$ cat src/rtl/ofmt_pkg.sv
package ofmt_pkg;

    typedef enum logic [1:0] {
        OM_UP  = 2'd0,
        OM_SER = 2'd1,
        OM_NIB = 2'd2,
        OM_PAR = 2'd3
    } omode_e;

    // format register, bit 0 at the bottom
    typedef struct packed {
        logic [2:0] spare;
        logic       rdy_long;
        logic       tag_en;
        logic       fs_inv;
        logic       rdy_inv;
        logic       sck_inv;
    } fmt_t;

    // mode register
    typedef struct packed {
        logic [2:0] spare;
        logic       swap_iq;
        logic       real_only;
        logic       master;
        omode_e     mode;
    } mcfg_t;

    localparam logic [7:0] FMT_RST = 8'h40;

endpackage

$ cat src/rtl/ofmt_cfg.sv
module ofmt_cfg
    import ofmt_pkg::*;
(
    input  logic       clk,
    input  logic       rst_n,
    input  logic       we,
    input  logic       addr,
    input  logic [7:0] wdata,
    output fmt_t       fmt,
    output mcfg_t      mcfg
);

    typedef struct packed {
        fmt_t  fmt;
        mcfg_t mc;
    } regs_t;

    regs_t r_d, r_q;

    always_comb begin
        r_d = r_q;
        if (we) begin
            if (addr) r_d.mc  = mcfg_t'(wdata);
            else      r_d.fmt = fmt_t'(wdata);
        end
    end

    always_ff @(posedge clk or negedge rst_n) begin
        if (!rst_n) begin
            r_q.fmt <= fmt_t'(FMT_RST);
            r_q.mc  <= mcfg_t'(8'h00);
        end else begin
            r_q <= r_d;
        end
    end

    assign fmt  = r_q.fmt;
    assign mcfg = r_q.mc;

endmodule

$ cat src/rtl/ofmt_wordsel.sv
module ofmt_wordsel #(
    parameter int WORD_W = 16,
    parameter int TAG_W  = 4
) (
    input  logic [WORD_W-1:0] smp_i,
    input  logic [WORD_W-1:0] smp_q,
    input  logic [TAG_W-1:0]  tag,
    input  logic              tag_en,
    input  logic              swap_iq,
    input  logic              real_only,
    output logic [WORD_W-1:0] w0,
    output logic [WORD_W-1:0] w1,
    output logic              two
);

    localparam int NWORD = 2;

    logic [WORD_W-1:0] raw   [NWORD];
    logic [WORD_W-1:0] fixed [NWORD];

    // real-only output always leads with I, whatever the swap bit says
    assign raw[0] = (swap_iq && !real_only) ? smp_q : smp_i;
    assign raw[1] = swap_iq ? smp_i : smp_q;

    for (genvar g = 0; g < NWORD; g++) begin : g_tag
        assign fixed[g] = tag_en ? {raw[g][WORD_W-1:TAG_W], tag} : raw[g];
    end

    assign w0  = fixed[0];
    assign w1  = fixed[1];
    assign two = !real_only;

endmodule

$ cat src/rtl/ofmt_seq.sv
module ofmt_seq
    import ofmt_pkg::*;
#(
    parameter int WORD_W   = 16,
    parameter int UP_SHORT = 4,
    parameter int UP_LONG  = 16
) (
    input  logic              clk,
    input  logic              rst_n,
    input  omode_e            mode,
    input  logic              rdy_long,
    input  logic              load,
    input  logic [WORD_W-1:0] w0,
    input  logic [WORD_W-1:0] w1,
    input  logic              two,
    output logic              busy,
    output logic              ph,
    output logic              fs_act,
    output logic              rdy_act,
    output logic [WORD_W-1:0] dout
);

    localparam int NIB_W  = 4;
    localparam int SLOT_W = $clog2(WORD_W);
    localparam int CNT_W  = $clog2(UP_LONG + 2);

    typedef struct packed {
        logic              ph;
        logic              busy;
        logic              fin;
        logic              wsel;
        logic              two;
        logic [SLOT_W-1:0] slot;
        logic [CNT_W-1:0]  cnt;
        logic [WORD_W-1:0] w0;
        logic [WORD_W-1:0] w1;
        logic [WORD_W-1:0] dout;
        logic              fs;
        logic              rdy;
    } st_t;

    st_t s_d, s_q;

    logic              is_up;
    logic              has_rdy;
    logic [SLOT_W-1:0] last_slot;
    logic [CNT_W-1:0]  first_cnt;
    logic [WORD_W-1:0] cur;
    logic [WORD_W-1:0] shifted;

    // per-mode slot geometry
    always_comb begin
        is_up   = (mode == OM_UP);
        has_rdy = is_up || (mode == OM_PAR);
        case (mode)
            OM_SER:  last_slot = SLOT_W'(WORD_W - 1);
            OM_NIB:  last_slot = SLOT_W'(WORD_W / NIB_W - 1);
            default: last_slot = '0;
        endcase
        // a processor slot is the pulse plus two quiet cycles; others are one sck period
        if (is_up) first_cnt = rdy_long ? CNT_W'(UP_LONG + 1) : CNT_W'(UP_SHORT + 1);
        else       first_cnt = CNT_W'(1);
        cur = s_q.wsel ? s_q.w1 : s_q.w0;
        if (mode == OM_NIB) shifted = cur << (NIB_W * int'(s_q.slot));
        else                shifted = cur << s_q.slot;
    end

    always_comb begin
        s_d    = s_q;
        s_d.ph = ~s_q.ph;
        if (s_q.busy) begin
            if (s_q.cnt != '0) begin
                s_d.cnt = s_q.cnt - 1'b1;
                if (is_up && s_q.cnt == CNT_W'(2)) s_d.rdy = 1'b0;
            end else if (!s_q.ph) begin
                // this edge raises the internal sck: a slot boundary
                if (s_q.fin) begin
                    s_d.busy = 1'b0;
                    s_d.fin  = 1'b0;
                    s_d.fs   = 1'b0;
                    s_d.rdy  = 1'b0;
                end else begin
                    case (mode)
                        OM_SER:  s_d.dout = {{(WORD_W-1){1'b0}}, shifted[WORD_W-1]};
                        OM_NIB:  s_d.dout = {{(WORD_W-NIB_W){1'b0}}, shifted[WORD_W-1 -: NIB_W]};
                        default: s_d.dout = cur;
                    endcase
                    s_d.fs  = (s_q.slot == '0);
                    s_d.rdy = has_rdy;
                    s_d.cnt = first_cnt;
                    if (s_q.slot == last_slot) begin
                        s_d.slot = '0;
                        if (s_q.wsel || !s_q.two) s_d.fin  = 1'b1;
                        else                      s_d.wsel = 1'b1;
                    end else begin
                        s_d.slot = s_q.slot + 1'b1;
                    end
                end
            end
        end else if (load) begin
            s_d.busy = 1'b1;
            s_d.fin  = 1'b0;
            s_d.wsel = 1'b0;
            s_d.slot = '0;
            s_d.cnt  = '0;
            s_d.w0   = w0;
            s_d.w1   = w1;
            s_d.two  = two;
        end
    end

    always_ff @(posedge clk or negedge rst_n) begin
        if (!rst_n) s_q <= '0;
        else        s_q <= s_d;
    end

    assign busy    = s_q.busy;
    assign ph      = s_q.ph;
    assign fs_act  = s_q.fs;
    assign rdy_act = s_q.rdy;
    assign dout    = s_q.dout;

endmodule

$ cat src/rtl/sample_out_fmt.sv
module sample_out_fmt
    import ofmt_pkg::*;
#(
    parameter int WORD_W = 16,
    parameter int TAG_W  = 4
) (
    input  logic              clk,
    input  logic              rst_n,
    input  logic              cfg_we,
    input  logic              cfg_addr,
    input  logic [7:0]        cfg_wdata,
    output logic [7:0]        cfg_rdata,
    input  logic              in_valid,
    output logic              in_ready,
    input  logic [WORD_W-1:0] in_i,
    input  logic [WORD_W-1:0] in_q,
    input  logic [TAG_W-1:0]  in_tag,
    output logic              sck_o,
    output logic              fs_o,
    output logic              rdy_o,
    output logic              rdy_oe,
    output logic [WORD_W-1:0] dout
);

    fmt_t              fmt_q;
    mcfg_t             mcfg_q;
    logic [WORD_W-1:0] w0, w1;
    logic              two;
    logic              busy, ph, fs_act, rdy_act;
    logic              rdy_inv_eff;

    ofmt_cfg u_cfg (
        .clk   (clk),
        .rst_n (rst_n),
        .we    (cfg_we),
        .addr  (cfg_addr),
        .wdata (cfg_wdata),
        .fmt   (fmt_q),
        .mcfg  (mcfg_q)
    );

    ofmt_wordsel #(.WORD_W(WORD_W), .TAG_W(TAG_W)) u_sel (
        .smp_i     (in_i),
        .smp_q     (in_q),
        .tag       (in_tag),
        .tag_en    (fmt_q.tag_en),
        .swap_iq   (mcfg_q.swap_iq),
        .real_only (mcfg_q.real_only),
        .w0        (w0),
        .w1        (w1),
        .two       (two)
    );

    ofmt_seq #(.WORD_W(WORD_W)) u_seq (
        .clk      (clk),
        .rst_n    (rst_n),
        .mode     (mcfg_q.mode),
        .rdy_long (fmt_q.rdy_long),
        .load     (in_valid && !busy),
        .w0       (w0),
        .w1       (w1),
        .two      (two),
        .busy     (busy),
        .ph       (ph),
        .fs_act   (fs_act),
        .rdy_act  (rdy_act),
        .dout     (dout)
    );

    assign rdy_inv_eff = fmt_q.rdy_inv && (mcfg_q.mode == OM_UP || mcfg_q.mode == OM_PAR);

    assign cfg_rdata = cfg_addr ? mcfg_q : fmt_q;
    assign in_ready  = !busy;
    assign sck_o     = ph ^ fmt_q.sck_inv;
    assign fs_o      = fs_act ^ fmt_q.fs_inv;
    assign rdy_o     = rdy_act ^ rdy_inv_eff;
    assign rdy_oe    = mcfg_q.master;

endmodule

$ cat config.mk
export PLATFORM = sky130hd
export DESIGN_NAME = sample_out_fmt
export DESIGN_NICKNAME = d
export VERILOG_FILES = /design/src/rtl/ofmt_pkg.sv /design/src/rtl/ofmt_cfg.sv /design/src/rtl/ofmt_wordsel.sv /design/src/rtl/ofmt_seq.sv /design/src/rtl/sample_out_fmt.sv
export SDC_FILE = /design/constraint.sdc
export NUM_CORES = 1
export LEC_CHECK = 0
export BUFFER_PORTS_ARGS = -buffer_cell sky130_fd_sc_hd__clkbuf_2
export CELL_PAD_IN_SITES_DETAIL_PLACEMENT = 1
export CELL_PAD_IN_SITES_GLOBAL_PLACEMENT = 1
export CORE_MARGIN = 2
export CORE_UTILIZATION = 44
export DETAILED_ROUTE_END_ITERATION = 12
export PLACE_DENSITY = 0.83
export SLEW_MARGIN = 20
export SYNTH_ARGS = -nofsm -noshare
export SYNTH_HDL_FRONTEND = slang
export SYNTH_HIERARCHICAL = 1
export SYNTH_SLANG_ARGS = --single-unit
export TNS_END_PERCENT = 5
$ cat constraint.sdc
create_clock -name clk -period 2.67 [get_ports clk]
set_clock_uncertainty 0.2 [all_clocks]
set_input_delay 0.534 -clock clk [delete_from_list [all_inputs] [get_ports clk]]
set_output_delay 0.534 -clock clk [all_outputs]
set_load 0.03 [all_outputs]
==> key figures <==
Placement
  – Cells after DPL: 701
  – Hpwl dp: just over 9000 um
  – Placer Congestion: 0.898
  – Post-Place Worst Slack: around 0.13 ns
  – Port Buffers: 77
  – Placement Cell Area: 0.00534 sq mm

Finish
  – Fraction of layout cells with a size suffix above 1: 30.3%
  – Non-filler cells in the finished layout: 717
  – P&R area growth vs syn: 12.8%
  – Final design utilization: 51.2%
  – Nets: 630
  – Fin area: 0.00560 sq mm
  – Ant diodes: 0
  – Fill cell count: ~1,300

Setup path
  – WP buf/inv: 2
  – CP max stage cell: dfrtp_1
  – CP Capture Type: flip-flop
  – Cell family with most CP delay: simple AND/OR/NAND/NOR gates
  – Worst path arrival time: 2.48 ns
  – Critical path origin: u_seq/s_q[50]$_DFFE_PN0P_
  – CP Class: reg2reg
  – Crit-path max FO: 5
  – Worst reg2reg startpoint: u_seq/s_q[50]$_DFFE_PN0P_
  – Startpoint types: flip-flop
  – Req. time, crit path: approximately 2.7 ns
  – CP peak stage delay: about 0.39 ns
  – Critical Path, Cell by Cell: inv_1 -> ha_1 -> nor4b_4 -> buf_4 -> nand3_2 -> a21boi_2 -> nand3_1 -> o31ai_1

Floorplanning
  – Die Area: 0.0122 sq mm
  – Die extent in x: 110 um
  – CORE AREA: ~0.011 sq mm
  – Row count: 38
  – Io pins: between 70 and 80
  – Chip height: 110 um
  – Initial core utilization: 45.4%

Timing
  – Relative slew margins: 46.8%
  – Setup TNS: 0 ns
  – Unrepaired setup endpoints after global routing: no
  – WHS: 0.0647 ns
  – Fmax: 409 MHz
  – Setup Viol. Count Final: 0
  – Tightest Pin Transition: 0.797 ns
  – Period utilisation layout: 91.5%
  – Setup WS post-layout: 0.227 ns
  – Number of max-slew violations in the final report: 0
  – Tmin final: 2.44 ns
  – Endpoints failing hold: 0

Yosys
  – Post-synthesis simple-gate area fraction: 18.3%
  – Synth top area cells: dfrtp_1 (40%), nand2_1 (8.8%), mux2_4 (6.6%), mux2_2 (6.3%), mux2i_1 (5.2%)
  – Cell variety after synth: 54
  – Area share of the largest cell type after synthesis: 39.8%
  – Dominant cell type by area after synthesis: dfrtp_1
  – Mapped Nets: 572
  – Netlist Area Pre-Place: 0.00497 sq mm
  – Post-synth EDFFs: 0
  – Mux share of post-synthesis cell area: 18.9%
  – Compound-Gate Fraction of Synth Area: between 10% and 20%
  – XOR/XNOR Fraction of Synth Area: 0.881%
  – Primary FF master, synth: dfrtp_1
  – Syn Area/Cell: roughly 9.7 sq um
  – FFs w/ async S/R, synth: between 90% and 100%
  – Synth Instances: 514
  – Yosys warnings: 6
  – Largest family of logic cells by synthesized area: multiplexers
  – Sequential share of the synthesized area: 40.3%
  – Synth Area in Adders: 2.27%
  – #FFs+latches synth: 80

Outcome
  – Status: finished clean

Global routing
  – Vias in the first global route: 4,136
  – Initial antenna violation count: 0
  – First-pass GRT wire length: 20,800 um
  – Total grt overflow: 0
  – Largest net degree at the start of global routing: 60
  – GRT Resource Usage Total: 22.1%

Drt
  – First-pass iteration count of the detailed router: 4
  – Drt drc: 0
  – Post-route ant nets: 0
  – Total number of vias: 3,968
  – Post-DR wirelength/cell: 17.8 um
  – DR iter-0 viols: 129
  – Via density: 5.53
  – Drt total wl: between 10,000 and 15,000 um

Clock tree
  – Clk sinks: 80
  – Cts bufs inserted: 9
  – CTS Hold Buffers Added: 0
  – Worst-Skew Late Latency: about 0.34 ns
  – Clk slew on worst S/H paths: 0.06 ns
  – CTS tree: built
  – Clock buffer depth: 2
  – Number of setup buffers added after CTS: 0
  – H-tree depth: 3
  – Root Buffer: clkbuf_16

Pwr
  – Pint: 3.27 mW
  – Reg power frac: 36.3%
  – Pwr Density: 993 mW/mm^2
  – Peak VDD IR: 354 uV
  – Pleak: 2.83 nW
  – Total power: 5.57 mW
  – Psw: 2.30 mW
  – Clock power frac: 19.4%
  – Comb pwr share: about 44%
  – Sw frac: 41.3%

Worst hold path
  – Worst Hold Class: in2async

Run
  – Max Cap Viol: 0
==> cells by family (layout without fill, tap and decap cells) <==
group,after synthesis,in the layout
mux,78,78
simple gates,195,195
compound gates,80,80
xor+xnor,5,5
flops,80,80
fa+ha+maj,9,9
buf+inv,67,130
==> synthesized netlist by cell type (10+ instances only) <==
master      n
mux2i_1    26
nor2_1     19
mux2_2     28
mux2_4     22
nand2_1   117
inv_1      18
o22ai_1    14
a21o_1     13
clkbuf_1   17
o21ai_0    15
dfrtp_1    79
nor3_1     21
a21oi_1    10
buf_4      18
==> state kept, by name, indices dropped and copies added (netlist names) <==
name,count
u_cfg/fmt,8
u_cfg/mcfg,8
u_seq/busy,1
u_seq/dout,16
u_seq/fs_act,1
u_seq/ph,1
u_seq/rdy_act,1
u_seq/s_q,44
==> layer usage <==
| layer | wire [um] | up-vias | global-route usage (%) |
|---|---|---|---|
| met3 | 492 | 19 | 2.76 |
| met4 | 250 | 0 | 8.93 |
| li1 | - | 1890 | - |
| met2 | 6370 | 92 | 37.6 |
| met5 | 0 | - | 0 |
| met1 | 5640 | 1967 | 28.6 |
==> cell type report <==
| class | count | area [sq um] | share of cell area (%) |
|---|---|---|---|
| Tap cell | 140 | 175 | 3.13 |
| Multi-Input combinational cell | 367 | 2570 | 45.9 |
| Clock inverter | 2 | 10.0 | 0.179 |
| Sequential cell | 80 | 2000 | 35.7 |
| Timing Repair Buffer | 96 | 531 | 9.47 |
| Clock buffer | 14 | 244 | 4.35 |
| Inverter | 18 | 67.6 | 1.21 |
==> worst reg2reg max path, delay by kind of cell (launching register included) <==
family / cells / cell delay, ns
AO/OA/AOI/OAI: 2 / 0.54
adder cells (fa/ha/maj): 1 / 0.25
buffers and inverters: 2 / 0.35
flip-flops: 1 / 0.39
AND/OR/NAND/NOR: 3 / 0.60
==> path summary, 6_finish.rpt <==
path	to	slack, ns	cells after the start
max reg2reg	u_seq/s_q[58]$_DFFE_PN0P_	0.23	8
max	u_seq/s_q[58]$_DFFE_PN0P_	0.23	8
min reg2reg	u_seq/s_q[26]$_DFFE_PN0P_	0.27	2
min	u_cfg/fmt[7]$_DFFE_PN0P_	0.06	1
min in group clk	u_cfg/fmt[4]$_DFFE_PN0P_	0.25	2
max in group asynchronous	u_seq/rdy_act$_DFFE_PN0P_	1.52	2
==> cells in the final DEF (no fill, tap or decap), types with 4 or more instances in the layout <==
cell       netlist  routed
o21ai_1          3       4
dfrtp_1         79      79
inv_1           18      18
o21ai_0         15      14
clkbuf_16        0       9
a221oi_1         4       4
clkbuf_2         0      76
nand2b_1         4       4
nand3_1          9       9
ha_1             9       9
a21o_1          13      13
buf_4           18      20
a21oi_1         10      10
nor2b_1          5       4
nand2_1        117     116
mux2_4          22      22
and3_1           4       4
o22ai_1         14      14
nor2_1          19      19
clkbuf_1        17       5
mux2i_1         26      25
nor3_1          21      21
mux2_2          28      28
nor4b_1          4       4
==> power groups by stage <==
stage / clock network, mW / registers [mW] / logic [mW]
3_5_place_dp: 0 / 2.04 / 2.41
3_3_place_gp: 0 / 1.99 / 2.32
6_report: 1.08 / 2.02 / 2.46
4_1_cts: 1.11 / 2.02 / 2.44
2_1_floorplan: 0 / 1.89 / 1.98
5_1_grt: 1.15 / 2.08 / 2.68
==> what timing repair did <==
item / CTS / global route
setup endpoints to repair: 0 / 5
endpoints found under the hold margin: 0 / 0
gates resized for setup: 0 / 3
(Power assumes the default switching activity.)
